**config.mk**
```make
export PLATFORM = sky130hd
export DESIGN_NAME = intr_seq_ctrl
export DESIGN_NICKNAME = d
export VERILOG_FILES = /design/src/rtl/intr_seq_pkg.sv /design/src/rtl/intr_pend_latch.sv /design/src/rtl/intr_arbiter.sv /design/src/rtl/intr_inprog.sv /design/src/rtl/intr_out_gen.sv /design/src/rtl/intr_seq_ctrl.sv
export SDC_FILE = /design/constraint.sdc
export NUM_CORES = 1
export LEC_CHECK = 0
export BUFFER_PORTS_ARGS = -buffer_cell sky130_fd_sc_hd__buf_2
export CAP_MARGIN = 20
export CORE_AREA = 2 2 39 41
export DETAILED_ROUTE_END_ITERATION = 16
export DIE_AREA = 0 0 41 43
export GPL_ROUTABILITY_DRIVEN = 0
export MAX_ROUTING_LAYER = met4
export PLACE_DENSITY = 0.65
export SETUP_SLACK_MARGIN = 0.1
export SLEW_MARGIN = 20
export SYNTH_ARGS = -nofsm -noshare
export SYNTH_HDL_FRONTEND = slang
export SYNTH_HIERARCHICAL = 1
export SYNTH_SLANG_ARGS = --single-unit
```
**constraint.sdc**
```tcl
create_clock -name clk -period 1.8 [get_ports clk]
set_input_delay 0.09 -clock clk [delete_from_list [all_inputs] [get_ports clk]]
set_output_delay 0.09 -clock clk [all_outputs]
set_load 0.05 [all_outputs]
```
**src/rtl/intr_seq_pkg.sv**
```systemverilog
package intr_seq_pkg;
  typedef enum logic [1:0] {
    SRC_NONE = 2'd0,
    SRC_RST  = 2'd1,
    SRC_NMI  = 2'd2,
    SRC_IRQ  = 2'd3
  } src_e;

  localparam int unsigned VEC_W = 8;
  localparam logic [VEC_W-1:0] VEC_LO_RST = 8'hFC;
  localparam logic [VEC_W-1:0] VEC_LO_NMI = 8'hFA;
  localparam logic [VEC_W-1:0] VEC_LO_IRQ = 8'hFE;
endpackage

```
**src/rtl/intr_pend_latch.sv**
```systemverilog
// Holds the pending state of each request source between boundaries.
module intr_pend_latch
  import intr_seq_pkg::*;
(
  input  logic clk,
  input  logic arst_n,
  input  logic rst_req_i,
  input  logic nmi_i,
  input  logic irq_i,
  input  logic i_flag_i,
  input  logic take_i,
  input  src_e take_src_i,
  output logic rst_pend_o,
  output logic nmi_pend_o,
  output logic irq_pend_o
);
  logic nmi_prev_q;
  logic nmi_rise;
  logic rst_pend_q;
  logic nmi_pend_q;
  logic rst_taken;
  logic nmi_taken;

  assign nmi_rise  = nmi_i & ~nmi_prev_q;
  assign rst_taken = take_i && (take_src_i == SRC_RST);
  assign nmi_taken = take_i && (take_src_i == SRC_NMI);

  always_ff @(posedge clk or negedge arst_n) begin
    if (!arst_n) begin
      nmi_prev_q <= 1'b0;
      rst_pend_q <= 1'b1;   // power-on starts a reset sequence
      nmi_pend_q <= 1'b0;
    end else begin
      nmi_prev_q <= nmi_i;
      rst_pend_q <= rst_req_i | (rst_pend_q & ~rst_taken);
      nmi_pend_q <= nmi_rise  | (nmi_pend_q & ~nmi_taken);
    end
  end

  assign rst_pend_o = rst_pend_q;
  assign nmi_pend_o = nmi_pend_q;
  assign irq_pend_o = irq_i & ~i_flag_i;
endmodule

```
**src/rtl/intr_arbiter.sv**
```systemverilog
// Fixed-priority choice of the source taken at an instruction boundary.
module intr_arbiter
  import intr_seq_pkg::*;
(
  input  logic rst_pend_i,
  input  logic nmi_pend_i,
  input  logic irq_pend_i,
  input  logic end_seq_i,
  output logic any_pend_o,
  output logic take_o,
  output src_e src_o
);
  always_comb begin
    if (rst_pend_i)      src_o = SRC_RST;
    else if (nmi_pend_i) src_o = SRC_NMI;
    else if (irq_pend_i) src_o = SRC_IRQ;
    else                 src_o = SRC_NONE;
  end

  assign any_pend_o = rst_pend_i | nmi_pend_i | irq_pend_i;
  assign take_o     = end_seq_i & any_pend_o;
endmodule

```
**src/rtl/intr_inprog.sv**
```systemverilog
// Sequence-active and type flags, updated only at boundaries.
module intr_inprog
  import intr_seq_pkg::*;
(
  input  logic clk,
  input  logic arst_n,
  input  logic end_seq_i,
  input  logic take_i,
  input  src_e src_i,
  output logic act_o,
  output logic rst_inp_o,
  output logic nmi_inp_o
);
  logic act_q, rst_q, nmi_q;

  always_ff @(posedge clk or negedge arst_n) begin
    if (!arst_n) begin
      act_q <= 1'b0;
      rst_q <= 1'b0;
      nmi_q <= 1'b0;
    end else if (take_i) begin
      act_q <= 1'b1;
      rst_q <= (src_i == SRC_RST);
      nmi_q <= (src_i == SRC_NMI);
    end else if (end_seq_i) begin
      act_q <= 1'b0;
      rst_q <= 1'b0;
      nmi_q <= 1'b0;
    end
  end

  assign act_o     = act_q;
  assign rst_inp_o = rst_q;
  assign nmi_inp_o = nmi_q;
endmodule

```
**src/rtl/intr_out_gen.sv**
```systemverilog
// Per-type constants and sequencer qualifiers.
module intr_out_gen
  import intr_seq_pkg::*;
#(
  parameter int unsigned Q_W       = 3,
  parameter int unsigned PF_STATES = 2
) (
  input  logic             act_i,
  input  logic             rst_inp_i,
  input  logic             nmi_inp_i,
  input  logic             any_pend_i,
  input  logic [Q_W-1:0]   q_i,
  output logic [VEC_W-1:0] vec_lo_o,
  output logic             ir_clr_o,
  output logic             stk_wr_inh_o,
  output logic             pc_adv_o,
  output logic             brk_flag_o,
  output logic             inh_pf_o
);
  localparam logic [Q_W:0] PF_LIMIT = (Q_W+1)'(PF_STATES);

  logic early_state;

  generate
    if (PF_STATES == 0) begin : g_no_window
      assign early_state = 1'b0;
    end else begin : g_window
      assign early_state = ({1'b0, q_i} < PF_LIMIT);
    end
  endgenerate

  always_comb begin
    if (rst_inp_i)      vec_lo_o = VEC_LO_RST;
    else if (nmi_inp_i) vec_lo_o = VEC_LO_NMI;
    else                vec_lo_o = VEC_LO_IRQ;
  end

  assign ir_clr_o     = act_i;
  assign stk_wr_inh_o = rst_inp_i;
  assign pc_adv_o     = ~act_i;
  assign brk_flag_o   = ~act_i;
  assign inh_pf_o     = any_pend_i | (act_i & early_state);
endmodule

```
**src/rtl/intr_seq_ctrl.sv**
```systemverilog
module intr_seq_ctrl
  import intr_seq_pkg::*;
#(
  parameter int unsigned Q_W       = 3,
  parameter int unsigned PF_STATES = 2
) (
  input  logic           clk,
  input  logic           arst_n,
  input  logic           rst_req_i,
  input  logic           nmi_i,
  input  logic           irq_i,
  input  logic           i_flag_i,
  input  logic [Q_W-1:0] q_i,
  input  logic           end_seq_i,
  output logic           int_act_o,
  output logic           rst_inp_o,
  output logic           nmi_inp_o,
  output logic           ir_clr_o,
  output logic [7:0]     vec_lo_o,
  output logic           stk_wr_inh_o,
  output logic           pc_adv_o,
  output logic           brk_flag_o,
  output logic           inh_pf_o
);
  logic rst_pend, nmi_pend, irq_pend, any_pend, take;
  src_e src;

  intr_pend_latch u_pend (
    .clk(clk), .arst_n(arst_n), .rst_req_i(rst_req_i), .nmi_i(nmi_i),
    .irq_i(irq_i), .i_flag_i(i_flag_i), .take_i(take), .take_src_i(src),
    .rst_pend_o(rst_pend), .nmi_pend_o(nmi_pend), .irq_pend_o(irq_pend)
  );

  intr_arbiter u_arb (
    .rst_pend_i(rst_pend), .nmi_pend_i(nmi_pend), .irq_pend_i(irq_pend),
    .end_seq_i(end_seq_i), .any_pend_o(any_pend), .take_o(take), .src_o(src)
  );

  intr_inprog u_prog (
    .clk(clk), .arst_n(arst_n), .end_seq_i(end_seq_i), .take_i(take),
    .src_i(src), .act_o(int_act_o), .rst_inp_o(rst_inp_o), .nmi_inp_o(nmi_inp_o)
  );

  intr_out_gen #(.Q_W(Q_W), .PF_STATES(PF_STATES)) u_out (
    .act_i(int_act_o), .rst_inp_i(rst_inp_o), .nmi_inp_i(nmi_inp_o),
    .any_pend_i(any_pend), .q_i(q_i), .vec_lo_o(vec_lo_o), .ir_clr_o(ir_clr_o),
    .stk_wr_inh_o(stk_wr_inh_o), .pc_adv_o(pc_adv_o), .brk_flag_o(brk_flag_o),
    .inh_pf_o(inh_pf_o)
  );
endmodule

```
# --- Yosys cells after proc, flatten, opt, wreduce, memory -nomap -nowiden ---
# Index checks and enable logic that the tools add are counted.
word_totals:
  reg_bits: 6
  in_bits: 10
  output_inout_bits: 16
  wordCells: 37
classes:
  order_cmp: 1
  n_eq_ne: 2
  muxes: 9
  bitwise: 16
  reduce_logical: 3
ops:
  columns: ["op", "n"]
  rows:
  - ["two-way mux 8 bit", 1]
  - ["AND 1 bit", 6]
  - ["two-way mux 2 bit", 3]
  - ["inverter 1 bit", 5]
  - ["bitwise OR 1 bit", 5]
  - ["two-way mux 1 bit", 4]
  - ["less-than comparator 3 x 2 -> 1 bit (second input constant)", 1]
  - ["two-way mux 3 bit", 1]
  - ["equality test 2 x 1 -> 1 bit (second input constant)", 1]
  - ["equality test 2 bit (second input constant)", 1]
  - ["logical AND 1 bit", 2]
  - ["nonzero test 2 bit", 1]

# --- Logic depth before layout (Yosys ltp) ---
# Gate-level depths: netlist of the first run.
depth:
  depth_word: 10
  depth_mapped: 5
  depth_no_buf: 5

# --- Cells and area by module ---
# The synthesis of the first run kept the hierarchy.
modules_own_cells:
  columns: ["module", "n_inst", "cells_each", "area_each_um2", "seq_area_each_um2"]
  rows:
  - ["intr_inprog", 1, 10, 117.6, 75.1]
  - ["intr_pend_latch", 1, 9, 117.6, 76.3]
  - ["intr_out_gen", 1, 16, 102.6, 0.0]
  - ["intr_arbiter", 1, 6, 40.0, 0.0]

# --- Worst setup path after synthesis of the first run ---
# No wires, ideal clock.
synth_timing:
  path_kind: "register -> output"
  startpoint: "register u_prog.act_q (netlist: u_prog/act_o)"
  endpoint: "output port inh_pf_o"
  arrival_time_ns: 1.858
  required_ns: 1.710
  setup_slack_ns: -0.148
  stages_incl_launch_ff: 3
  n_path_buf: 0
  cell_sequence: "dfrtp_1 inv_1 o31ai_2"
synth_between:
  elab_chain_cells: 2
synth_rtl:
  columns: ["element", "line", "text"]
  rows:
  - ["start, declared", "intr_inprog.sv:14", "logic act_q, rst_q, nmi_q;"]
  - ["start signal, assigned", "intr_inprog.sv:18", "act_q <= 1'b0;"]
  - ["start signal, assigned", "intr_inprog.sv:22", "act_q <= 1'b1;"]
  - ["start signal, assigned", "intr_inprog.sv:26", "act_q <= 1'b0;"]
  - ["AND 1 bit", "intr_out_gen.sv:42", "assign inh_pf_o = any_pend_i | (act_i & early_state);"]
  - ["bitwise OR 1 bit", "intr_out_gen.sv:42", null]
  - ["end, declared", "intr_seq_ctrl.sv:23", "output logic inh_pf_o"]
# No other way between the ends.

# --- Worst setup path after layout of the first run ---
layout_timing:
  startpoint: "register u_pend.nmi_pend_q (netlist: u_pend/nmi_pend_o)"
  endpoint: "output port inh_pf_o"
layout_between:
  elab_chain_cells: 3
layout_rtl:
  columns: ["element", "line", "text"]
  rows:
  - ["start, declared", "intr_pend_latch.sv:20", "logic nmi_pend_q;"]
  - ["start signal, assigned", "intr_pend_latch.sv:36", "nmi_pend_q <= nmi_rise | (nmi_pend_q & ~nmi_taken);"]
  - ["bitwise OR 1 bit (2 in a row)", "intr_arbiter.sv:20", "assign any_pend_o = rst_pend_i | nmi_pend_i | irq_pend_i;"]
  - ["net any_pend", "intr_seq_ctrl.sv:25", "logic rst_pend, nmi_pend, irq_pend, any_pend, take;"]
  - ["bitwise OR 1 bit", "intr_out_gen.sv:42", null]
# The timed path passes the listed nets, and every way through them passes these cells.

==> results of run 1 <==
cell families (layout without fill, tap and decap cells):
| group | after synthesis | after routing | share of synthesized area [%] |
|---|---|---|---|
| simple gates | 10 | 10 | 15.89 |
| buf+inv | 16 | 31 | 24.83 |
| flops | 6 | 6 | 40.07 |
| compound gates | 7 | 7 | 17.22 |
| other cells | 2 | 6 | 1.987 |
cell usage in the layout, fill, tap and decap left out:
cell type / instances
dfstp_2: 1
nor2_1: 3
dlygate4sd3_1: 2
clkinvlp_4: 1
a32o_1: 1
clkbuf_1: 1
clkbuf_4: 3
a21o_2: 2
a21o_1: 1
dfrtp_2: 1
o31ai_4: 1
o2bb2ai_1: 1
or3_4: 1
nand3b_1: 2
and2_4: 1
inv_1: 6
a22o_1: 1
conb_1: 6
buf_2: 18
dfrtp_1: 4
nand2_1: 2
nor2b_1: 1
power groups by stage:
stage,Sequential (µW),Combinational (µW),Clock (µW)
2_1_floorplan,185,134,0
3_3_place_gp,163,172,0
3_5_place_dp,163,174,0
4_1_cts,161,178,143
5_1_grt,163,190,153
6_report,161,176,135
layout make-up:
type                    instances  area [µm²]  share of cell area (%)
well taps                      16       20.02                   4.040
clock buffers                   4       26.28                   5.303
inverters                       7       30.03                   6.061
multi-input cells              23       156.4                   31.57
repair buffers                 20       110.1                   22.22
flip-flops and latches          6       152.6                   30.81
sequential cells by signal, indices dropped and copies added (netlist names):
name               flops
u_pend/nmi_pend_o      1
u_pend/nmi_prev_q      1
u_pend/rst_pend_o      1
u_prog/act_o           1
u_prog/nmi_inp_o       1
u_prog/rst_inp_o       1
worst paths after layout:
| check | from | end | slack, ns | depth (start not counted) |
|---|---|---|---|---|
| min in group asynchronous | arst_n | u_prog/nmi_inp_o | 0.20 | 2 |
| max in group asynchronous | arst_n | u_pend/rst_pend_o | 1.37 | 2 |
| max reg2reg | u_pend/nmi_pend_o | u_prog/nmi_inp_o | 0.49 | 4 |
| min reg2reg | u_prog/nmi_inp_o | u_prog/nmi_inp_o | 0.51 | 1 |
| min | rst_req_i | u_pend/rst_pend_o | 0.02 | 2 |
| max | u_pend/nmi_pend_o | inh_pf_o | 0.32 | 4 |
what timing repair did:
item / in CTS / in global routing
gates resized for setup: 0 / 0
hold buffers: 2 / 0
hold endpoints to repair: 7 / 0
per-layer routing:
layer  GRT usage (%)  up-vias  share of wire [%]
met2           13.44       15                 44
met3           3.141        0                 10
met4           8.000        0                  0
li1                -      155                  -
met1           10.89      132                 45
met5               -        -                  0
metrics by stage:
step / setup WS, ns / instance area (µm²) / utilization, % / total power (µW)
floorplan: 0.1939 / 406.6 / - / 318.9
global placement: 0.5031 / 449.2 / 32.46 / 334.9
detailed placement: 0.4947 / 449.2 / 32.46 / 337.5
CTS: 0.2987 / 495.5 / 35.80 / 482.4
global route: 0.2400 / 495.5 / 35.80 / 506.1
finish: 0.3150 / 495.5 / 35.80 / 472.1
critical path, cell delays in order (launching register included):
cell     delay, ns
dfrtp_1       0.41
or3_4         0.38
inv_1         0.10
o31ai_4       0.06
buf_2         0.21
==> run metrics, run 1 <==
run status finished, final reports clean; core area 1384 µm²; register area share after synthesis 40.07%; full die area 1763 µm²; CTS H-Tree Depth 1; CTS Root Cell clkbuf_4; cell taking the most area after synthesis dfrtp_1; final clock skew 0.003940 ns; I/O pin cnt 26; Initial Utilization 27.31%; share of the synthesized area in the top cell type 33.11%; Die W 41 µm; post-route setup TNS 0 ns; Clock Tree Buf Depth 2; Seq pwr share 34.1%; maximum VDD drop 0.4013 mV; Crit path required time 1.71 ns; most frequent cells after synthesis 9 x buf_4, 7 x inv_1, 5 x dfrtp_1; Fmax 673.4 MHz; CP Capture Type primary output; P per Cell Area 952.7 nW/µm²; # DRC 0; internal power 276.6 µW; global-route usage over all layers 9.751%; max cap viols 0; minimum clock period 1.485 ns; nature of the critical path startpoint register; Sw Pwr 195.5 µW; most common cell in the netlist buf_4; largest net degree at the start of global routing 7; WL final 652 µm; Syn Inst Count 41; Die H 43 µm; global route total overflow 0; async set-reset flop share out of synthesis 100.0%; Synth Flop Type dfrtp_1; library cells used by synthesis 17; share of cells above drive strength 1 48.33%; Crit path arrival time 1.39 ns; Clk pwr share 28.5%; Seq cells post-synth 6; FILL cells 145; Port Buf Inserts 18; Post-synth EDFFs 0; Final Hold Violating Endpoints 0; mean post-synth cell area 9.216 µm²; Ys Warns 6; Inst Count DP 70; DP Wirelength 524.4 µm; worst min path class primary input to register; CP Class register to primary output; CTS sink count 6; Layout area overhead 31.13%; routed vias 302; Logic pwr share 37.4%; n_diodes 0; vias per std cell 3.974; total CTS buffers 3; Clk pin slew, worst setup/hold paths 0.05 ns; fin cells 76; CTS tree yes; first-pass GRT wire length 1.083 mm; Core Rows 14; final period utilization 82.50%; Max Slew Vio Count 0; RSZ-0062 raised after global routing no; final hold slack 0.02499 ns; number of global-route vias before repair 291; Post-Syn Area 377.9 µm²; worst skew pair latency 0.24 ns; ranking of synthesized cells by area dfrtp_1 33%, buf_4 18%, dfstp_2 7.0%; final setup fails 0; DRT iter0 DRCs 4; drt pass-1 iters 2; largest fanout on the critical path 4; nets 71; Post-DRT Antenna Nets 0; LEAKAGE 0.0002630 µW; postcts setup bufs 0; average wire per standard cell 8.579 µm; initial antenna violation count 0; switching power share of the total 41.41%
No activity file was read; power rests on OpenSTA's default activity.
==> inputs of run 2 (changes only) <==
--- a/config.mk
+++ b/config.mk
@@ -12,7 +12,7 @@
 export DIE_AREA = 0 0 41 43
 export GPL_ROUTABILITY_DRIVEN = 0
 export MAX_ROUTING_LAYER = met4
-export PLACE_DENSITY = 0.65
+export PLACE_DENSITY = 0.67
 export SETUP_SLACK_MARGIN = 0.1
 export SLEW_MARGIN = 20
 export SYNTH_ARGS = -nofsm -noshare
==> constraint.sdc (replaced) <==
create_clock -name clk -period 1.2 [get_ports clk]
set_input_delay 0.06 -clock clk [delete_from_list [all_inputs] [get_ports clk]]
set_output_delay 0.06 -clock clk [all_outputs]
set_load 0.05 [all_outputs]
==> run 2 against run 1 <==
The run now ends with setup timing left. Clock skew is 0.0050 ns higher. Hold slack gained 0.098 ns. Die area unchanged. Critical path type unchanged.
==> run metrics, run 2 (same netlist as run 1, synthesis figures left out) <==
fin util 43.13%; CTS Root Cell clkbuf_4; CTS tree yes; Final Hold Violating Endpoints 0; Initial Utilization 27.31%; post-route worst setup slack -0.1113 ns; Fmax 762.6 MHz; most common library cell in the layout ignoring fill and taps buf_2; Core Rows 14; worst min path class primary input to register; Clock Tree Buf Depth 2; post-route setup TNS -0.1359 ns; number of global-route vias before repair 316; initial antenna violation count 0; run status complete, but fails checks; area post-placement 486.7 µm²; flop2flop setup slack -0.02 ns; Non-Filler Cell Area, Final 596.8 µm²; Port Buf Inserts 18; final period utilization 109.3%; FILL cells 147; LEAKAGE 0.0002979 µW; Max Slew Vio Count 0; global-route usage over all layers 9.514%; Die H 43 µm; final setup fails 3; final clock skew 0.008895 ns; Inst Count DP 73; most frequent cells in the layout 13 x buf_2, 7 x buf_4, 6 x conb_1; Endpoint, Worst Hold u_prog/act_o; drt pass-1 iters 2; total CTS buffers 3; max cap viols 0; Die W 41 µm; global route total overflow 0; maximum VDD drop 0.8183 mV; CP Capture Type primary output; worst skew pair latency 0.25 ns; Post-DRT Antenna Nets 0; Register-to-Register Path Depth 3; n_diodes 0; largest fanout on the critical path 2; core area 1384 µm²; Hold Path Depth 3; Layout area overhead 57.95%; P per Cell Area 1282 nW/µm²; Hold Crit Start end_seq_i; vias per std cell 4.074; share of cells above drive strength 1 63.08%; average wire per standard cell 9.037 µm; DP Wirelength 553.1 µm; first-pass GRT wire length 1.083 mm; Multi-input gate area 192.7 µm²; CTS H-Tree Depth 1; nature of the critical path startpoint register; WL final 732 µm; R2R Path Start u_pend/rst_pend_o; failing checks setup timing; I/O pin cnt 26; routed vias 330; fin cells 81; DRT iter0 DRCs 1; minimum clock period 1.311 ns; nets 76; sequential cell area 153.9 µm²; CP Class register to primary output; final hold slack 0.1234 ns; RSZ-0062 raised after global routing yes; Crit path arrival time 1.25 ns; Crit path required time 1.14 ns; # DRC 0; full die area 1763 µm²; largest net degree at the start of global routing 7; Clk pin slew, worst setup/hold paths 0.05 ns; reg2reg end u_prog/rst_inp_o; CTS sink count 6
run 2: changes by cell type in the layout (fill, tap and decap cells not counted), sizes merged:
cell,change
dlygate4sd3,+1
clkinvlp,+1
inv,-1
buf,+4
run 2: layer usage:
layer  share of wire [%]  global-route usage (%)
met1                  44                   7.190
met3                 9.6                   7.853
met5                   0                       -
met4                   0                   2.000
met2                  47                   16.25
run 2: how the worst max path moves through the flow:
stage	slack, ns	depth (start not counted)	startpoint	to
final	-0.11	4	u_pend/rst_pend_o	inh_pf_o
after global routing	-0.15	4	u_pend/rst_pend_o	inh_pf_o
after CTS	-0.13	4	u_pend/rst_pend_o	inh_pf_o
after detailed placement	-0.02	3	u_pend/nmi_pend_o	u_prog/rst_inp_o
after global placement	-0.004	3	u_pend/nmi_pend_o	u_prog/rst_inp_o
after floorplan	-0.38	2	u_prog/act_o	inh_pf_o
run 2: where the power goes:
part           internal [µW]  switching (µW)
clock                    126            74.5
combinational           97.6             223
sequential               226            18.2
run 2: what timing repair did:
item / in CTS / in global routing
gates resized for setup: 11 / 4
endpoints found under the hold margin: 8 / 0
setup endpoints to repair: 9 / 8
hold buffers: 3 / 0
setup buffers: 1 / 0
run 2: worst max-delay path: stages, from the launching register on:
cell     delay, ns
dfstp_2       0.36
or3_4         0.37
inv_2         0.07
o31ai_4       0.06
buf_6         0.15
run 2: final cells by class:
| cell class | count | share of cell area [%] |
|---|---|---|
| Sequential cell | 6 | 25.79 |
| Tap cell | 16 | 3.354 |
| Multi-Input combinational cell | 23 | 32.29 |
| Timing Repair Buffer | 25 | 28.51 |
| Inverter | 7 | 5.660 |
| Clock buffer | 4 | 4.403 |
run 2: through the flow:
stage	worst slack (ns)	power, µW
final	-0.1113	764.8
after global routing	-0.1453	813.7
after CTS	-0.1265	767.7
after detailed placement	-0.01520	529.5
after global placement	-0.003508	525.0
after floorplan	-0.3761	489.3
